## src/rtl/erase_pkg.sv

```systemverilog
package erase_pkg;
  localparam int CTL_W      = 8;
  localparam int EN_BIT     = 7;
  localparam int REGION_BIT = 4;
  localparam int IDX_W      = 4;
  // bits 6..5 are unused and held at zero
  localparam logic [CTL_W-1:0] CTL_MASK = 8'h9F;
endpackage

```

## src/rtl/erase_ctl_reg.sv

```systemverilog
module erase_ctl_reg
  import erase_pkg::*;
(
  input  logic             clk,
  input  logic             rst_n,
  input  logic             ld_en,
  input  logic [CTL_W-1:0] ld_data,
  input  logic             clr_en,
  output logic [CTL_W-1:0] ctl_q
);
  logic [CTL_W-1:0] ctl_d;
  logic             ce;

  always_comb begin
    ctl_d = ctl_q;
    if (ld_en) begin
      ctl_d = ld_data & CTL_MASK;
    end else if (clr_en) begin
      ctl_d[EN_BIT] = 1'b0;
    end
  end

  assign ce = ld_en | clr_en;

  always_ff @(posedge clk or negedge rst_n) begin
    if (!rst_n) begin
      ctl_q <= '0;
    end else if (ce) begin
      ctl_q <= ctl_d;
    end
  end
endmodule

```

## src/rtl/erase_timer.sv

```systemverilog
module erase_timer #(
  parameter int unsigned ERASE_CYCLES = 2_000_000
) (
  input  logic clk,
  input  logic rst_n,
  input  logic start,
  output logic busy,
  output logic done
);
  localparam int CW = (ERASE_CYCLES > 1) ? $clog2(ERASE_CYCLES) : 1;
  localparam logic [CW-1:0] LOAD = CW'(ERASE_CYCLES - 1);

  logic [CW-1:0] cnt_q, cnt_d;
  logic          busy_d;
  logic          ce;

  assign done = busy & (cnt_q == '0);

  always_comb begin
    cnt_d  = cnt_q;
    busy_d = busy;
    if (start && !busy) begin
      cnt_d  = LOAD;
      busy_d = 1'b1;
    end else if (busy) begin
      if (done) begin
        busy_d = 1'b0;
      end else begin
        cnt_d = cnt_q - 1'b1;
      end
    end
  end

  assign ce = start | busy;

  always_ff @(posedge clk or negedge rst_n) begin
    if (!rst_n) begin
      cnt_q <= '0;
      busy  <= 1'b0;
    end else if (ce) begin
      cnt_q <= cnt_d;
      busy  <= busy_d;
    end
  end
endmodule

```

## src/rtl/page_erase_seq.sv

```systemverilog
module page_erase_seq
  import erase_pkg::*;
#(
  parameter logic [7:0]  REG_ADDR     = 8'hE3,
  parameter int unsigned ERASE_CYCLES = 2_000_000
) (
  input  logic       clk,
  input  logic       rst_n,
  input  logic       wr_stb,
  input  logic [7:0] wr_addr,
  input  logic [7:0] wr_data,
  input  logic [7:0] rd_addr,
  output logic [7:0] rd_data,
  input  logic       stop_stb,
  output logic       busy,
  output logic       erase_stb,
  output logic       erase_region,
  output logic [3:0] erase_page
);
  logic [1:0]       rst_pipe;
  logic             rst_core_n;
  logic [CTL_W-1:0] ctl_q;
  logic             wr_hit;
  logic             launch;
  logic             done;

  // asynchronous assert, synchronous release
  always_ff @(posedge clk or negedge rst_n) begin
    if (!rst_n) begin
      rst_pipe <= 2'b00;
    end else begin
      rst_pipe <= {rst_pipe[0], 1'b1};
    end
  end
  assign rst_core_n = rst_pipe[1];

  assign wr_hit = wr_stb & (wr_addr == REG_ADDR) & ~busy;
  assign launch = stop_stb & ctl_q[EN_BIT] & ~busy;

  erase_ctl_reg u_reg (
    .clk     (clk),
    .rst_n   (rst_core_n),
    .ld_en   (wr_hit),
    .ld_data (wr_data),
    .clr_en  (done),
    .ctl_q   (ctl_q)
  );

  erase_timer #(.ERASE_CYCLES(ERASE_CYCLES)) u_tmr (
    .clk   (clk),
    .rst_n (rst_core_n),
    .start (launch),
    .busy  (busy),
    .done  (done)
  );

  always_ff @(posedge clk or negedge rst_core_n) begin
    if (!rst_core_n) begin
      erase_stb <= 1'b0;
    end else begin
      erase_stb <= launch;
    end
  end

  assign erase_region = ctl_q[REGION_BIT];
  assign erase_page   = ctl_q[IDX_W-1:0];

  assign rd_data = (!busy && rd_addr == REG_ADDR) ? ctl_q : '0;
endmodule

```

## config.mk

```make
export PLATFORM = sky130hd
export DESIGN_NAME = page_erase_seq
export DESIGN_NICKNAME = d
export VERILOG_FILES = /design/src/rtl/erase_pkg.sv /design/src/rtl/erase_ctl_reg.sv /design/src/rtl/erase_timer.sv /design/src/rtl/page_erase_seq.sv
export SDC_FILE = /design/constraint.sdc
export NUM_CORES = 1
export LEC_CHECK = 0
export BUFFER_PORTS_ARGS = -buffer_cell sky130_fd_sc_hd__buf_4
export CELL_PAD_IN_SITES_DETAIL_PLACEMENT = 0
export CELL_PAD_IN_SITES_GLOBAL_PLACEMENT = 1
export CORE_ASPECT_RATIO = 0.8
export CORE_MARGIN = 4
export CORE_UTILIZATION = 41
export CTS_BUF_LIST = sky130_fd_sc_hd__clkbuf_4
export DETAILED_ROUTE_END_ITERATION = 10
export PLACE_DENSITY = 0.93
export SLEW_MARGIN = 10
export SYNTH_ARGS = -nofsm -noshare
export SYNTH_HDL_FRONTEND = slang
export SYNTH_SLANG_ARGS = --single-unit
```

## constraint.sdc

```tcl
create_clock -name clk -period 1.45 [get_ports clk]
set_input_delay 0.145 -clock clk [delete_from_list [all_inputs] [get_ports clk]]
set_output_delay 0.145 -clock clk [all_outputs]
set_load 0.01 [all_outputs]
```

* After elaboration in Yosys (flattened, before gate mapping) *
Cells that the tools add are included.
W data, S select, Z words.

word-level totals
  register bits after elaboration = 31
  input bits = 28
  output and inout port bits = 15

operators by class
  add/sub/neg operators = 1
  equality and inequality tests = 3
  reductions and logical operators = 9
  bitwise logic cells = 8
  mux-type cells = 9

operators with widths
  kind                     number
  $mux W21                 3
  $logic_not A21 Y1        1
  $sub A21 B1 Y21 const B  1
  $eq A8 B8 Y1 const B     2
  $mux W8                  1
  $and A1 B1 Y1            5
  $mux W1                  5
  $reduce_and A2 Y1        2
  $reduce_bool A2 Y1       2
  $reduce_and A3 Y1        1
  $logic_and A1 B1 Y1      2
  $ne A2 B1 Y1 const B     1
  $or A1 B1 Y1             2
  $logic_not A1 Y1         1
  $not A1 Y1               1

* Longest topological paths before layout *
  depth after elaboration = 5
  gate-level depth with buffers = 8

* Hierarchy *
A second synthesis with hierarchy kept.

second synthesis, totals
  cells, all modules = 191
  area total of the unflattened synthesis = 1945.6 um^2

by module, submodules not included
  module          times used  seq. area each (um^2)  cells an instance  area each (um^2)
  erase_timer     1           550.5                  143                1371.3
  page_erase_seq  1           75.1                   31                 305.3
  erase_ctl_reg   1           150.1                  17                 269.0

* Least setup slack after synthesis *
Ideal clock, no wire load.

  path kind = register to register
  start = reg u_tmr.cnt_q[0]
  end = reg u_tmr.cnt_q[12]
  slack = -0.986 ns
  arrival time = 2.356 ns
  cell stages (with the launch flop) = 8
  data required time = 1.370 ns
  cells stage by stage = dfrtp_1 -> inv_1 -> ha_1 -> or3b_2 -> or4_4 -> or4_1 -> or3_1 -> a21oi_1

between the ends
  word-level cells in the longest chain between the ends = 4

RTL lines
  item                                                  line                                  text
  start, declared                                       erase_timer.sv:13                     logic [CW-1:0] cnt_q, cnt_d;
  start signal, assigned                                erase_timer.sv:41                     cnt_q <= cnt_d;
  $sub A21 B1 Y21 or $logic_not A21 Y1 (tied branches)  erase_timer.sv:29, erase_timer.sv:17
  $mux W21 or $and A1 B1 Y1 (tied branches)             erase_timer.sv:26, erase_timer.sv:17
  $mux W21 or $ne A2 B1 Y1 (tied branches)              n/a
  $mux W21 or $reduce_and A3 Y1 (tied branches)         n/a

Several ways; a longest one is shown, not always the timed one. The select of a mux whose other input is x is not followed.
A chain may end at the register's enable or synchronous reset.

* Final worst setup path *
  start = reg u_tmr.cnt_q[7]
  end = reg u_tmr.cnt_q[12]

The elaborated chain is that of the path after synthesis.

==> flow_summary.toml <==
[sta]
slew_viol_final = 0
fin_skew_ns = 0.00716
rsz0062_at_grt = "yes"
post-route-period-util_pct = 170
max_freq_mhz = 405
hold_viol_final = 0
setup_ws_ns = -1.02
setup_viol = 34
fin_crit_ns = 2.47
finalSetupTns_ns = -21.74

[logic_synthesis]
synth_edf_count = 0
synth-main-ff-cell = "dfrtp_1"
yosys_register_bits = 31
syn_area_sq_um = 1680
syn_avg_cell_area_sq_um = 9.53
async_flop_share_pct = 100
synth_warnings = 0
yosysTopAreaCellShare_pct = 46.3
ys_seq_area_share_pct = 46.3
ys_top_cells_by_area = "dfrtp_1 46%, mux2_2 4.7%, or3_1 4.5%"
synthDistinctLibCells = 41
syn_inst = 176
synth_top_cell_by_area = "dfrtp_1"

[power]
power.share.clock_pct = 14.6
power.density_nw_per_um2 = 1180
ir_worst_vdd_v = 0.00104
p_int_mw = 2.15
combPwrFrac_pct = 50.6
power_frac_seq_pct = 34.8
swShare_pct = 36.5
leakage_nw = 1.33
switchingPower_mw = 1.24

[floorplanning]
die_x_microns = 79.5
boundaryPins = 43
rows = 20
start_util_pct = 43.2
core_area_sq_um = 3880
die-area_sq_um = 5180
die_h_microns = 65.2

[worst_setup_path]
start_kind = "flip-flop"
crit_path_end_kind = "flip-flop"
cp.required_ns = 1.73
critPathArrivalTime_ns = 2.75
path_class = "reg -> reg"
crit_fanout = 5

[global_route]
grt_pass1_wl_microns = 7890
antenna_found_initial = 0
grtUsageTotal_pct = 20.1
grt_max_degree = 30
grt_pass1_vias = 1734
grt_overflow = 0

[finish]
postLayoutCoreUtil_pct = 74.0
multi_input_area_sq_um = 1080
n_antenna_cell = 0
drive_gt1_share_pct = 57.5
nets = 309
seqCellArea_sq_um = 776
syn_to_final_growth_pct = 71.3
fillerInstances = 267

[job]
drv_cap = 0

[detailed_routing]
route.met3.wl_microns = 297
top_layer = "met4"
first_pass_iters = 4
vias = 1772
drc = 0
wl_met1_microns = 2180
vias_per_cell = 5.29
avgRoutedWirePerCell_microns = 15.7
initialDrtViolationCount = 110
met2WireLength_microns = 2680
drtAntennaViolNets = 0
wl_microns = 5250

[clock_tree]
clk_pin_slew_worst_paths_ns = 0.10
cts_sinks = 31
h-tree-depth = 2
clockRootBuffer = "clkbuf_4"
cts_tree = "yes"
clk_latency_ns = 0.35
cts.path.max_buffers = 2
cts_buffers = 5

[place]
gp_congestion = 0.831
port_buffers = 38
hpwl_microns = 3290

[worst_hold_path]
worstHoldPathType = "in -> reg"

[outcome]
status = "finished with violations"
violations = "negative setup slack"
## metrics by stage
step	cell area [sq um]	setup WS [ns]	hold slack [ns]	instances	total power, mW
2_1_floorplan	1750	-0.912	-0.151	177	1.79
3_3_place_gp	2410	-0.941	-0.0721	310	2.44
3_5_place_dp	2410	-0.983	-0.0703	310	2.46
4_1_cts	2720	-0.957	0.0105	328	3.20
5_1_grt	2870	-1.07	0.00109	335	3.61
6_report	2870	-1.02	0.0196	335	3.39
## per-layer routing
layer  GRT usage (%)  vias up
li1                -      843
met1            24.8      882
met2            33.0       37
met3            6.58       10
met4            6.87        0
met5               0        -
## synthesized netlist by cell type (all sizes together), types with 5 or more instances
cell type / number
mux2: 7
and2: 6
or4: 11
o21ai: 10
buf: 7
nor2: 14
a21oi: 9
nand2: 14
inv: 5
nor3: 5
dfrtp: 31
or3: 12
nand3: 5
## repair_timing
item	in CTS	in global routing
resized for setup	40	25
hold endpoints to repair	2	1
pin swaps	25	20
buffers inserted	9	7
gates cloned	0	1
setup endpoints to repair	35	36
hold buffers	1	1
## power groups by stage
stage          registers, mW  logic, mW  clock network, mW
5_1_grt                 1.21       1.85              0.551
4_1_cts                 1.17       1.52              0.504
2_1_floorplan           1.21      0.572                  0
6_report                1.18       1.72              0.496
3_5_place_dp            1.18       1.28                  0
3_3_place_gp            1.17       1.26                  0
## layout make-up
type                    instances  area share, %
repair buffers                105           30.4
clock inverters                 3          0.523
multi-input cells             130           37.6
flip-flops and latches         31           27.0
well taps                      55           2.40
clock buffers                   5           1.31
inverters                       6          0.784
## sequential cells by signal, summed over array words and instances (netlist names)
name         cells
u_tmr.busy       1
u_tmr.cnt_q     21
erase_stb        1
u_reg.ctl_q      6
rst_pipe         2
## critical path, stage by stage (launching register included)
cell and delay, ns:
dfrtp_1 0.39, or4_4 0.58, or4_4 0.52, or4_4 0.43, or3_1 0.33, a21oi_1 0.15
## cells in the final DEF, fill, tap and decap left out, types with 2 or more instances in the layout
| cell | netlist | routed |
|---|---|---|
| or4_4 | 2 | 6 |
| dlygate4sd3_1 | 0 | 2 |
| xnor2_2 | 0 | 2 |
| nand2_1 | 14 | 12 |
| or2_2 | 2 | 2 |
| o21ai_1 | 1 | 3 |
| buf_6 | 0 | 18 |
| a21oi_1 | 9 | 7 |
| nand2_2 | 0 | 2 |
| inv_2 | 0 | 3 |
| o31ai_1 | 3 | 2 |
| and2_4 | 0 | 6 |
| ha_4 | 0 | 2 |
| clkbuf_4 | 0 | 5 |
| xor2_1 | 3 | 3 |
| o22ai_1 | 2 | 2 |
| nor2_4 | 0 | 3 |
| nand3_1 | 5 | 5 |
| nor2_1 | 14 | 11 |
| or3_1 | 12 | 11 |
| nor3_1 | 5 | 3 |
| clkinv_1 | 1 | 2 |
| o21ai_0 | 9 | 3 |
| mux2_2 | 7 | 6 |
| a2111oi_4 | 0 | 2 |
| nand4_1 | 2 | 2 |
| or4_1 | 9 | 5 |
| conb_1 | 2 | 3 |
| buf_4 | 6 | 84 |
| o21ai_2 | 0 | 3 |
| dfrtp_1 | 31 | 31 |
| inv_1 | 5 | 3 |
## kinds of logic after synthesis
| logic type | after synthesis | synth area share, % |
|---|---|---|
| flops | 31 | 46.3 |
| compound gates | 33 | 12.3 |
| xor+xnor | 5 | 2.61 |
| buf+inv | 16 | 5.00 |
| mux | 7 | 4.70 |
| other cells | 2 | 0.448 |
| simple gates | 80 | 27.2 |
| fa+ha+maj | 2 | 1.49 |
## final timing paths
check	to	cells after the start	from	slack, ns
max	u_tmr.cnt_q[12]	5	u_tmr.cnt_q[7]	-1.02
min	u_reg.ctl_q[1]	2	wr_data[1]	0.02
max reg2reg	u_tmr.cnt_q[12]	5	u_tmr.cnt_q[7]	-1.02
min reg2reg	u_reg.ctl_q[1]	1	rst_pipe[1]	0.26
max in group asynchronous	u_tmr.cnt_q[11]	1	rst_pipe[1]	0.91
min in group asynchronous	rst_pipe[0]	2	rst_n	0.09
Note: power is estimated with default switching activity, not from simulation.
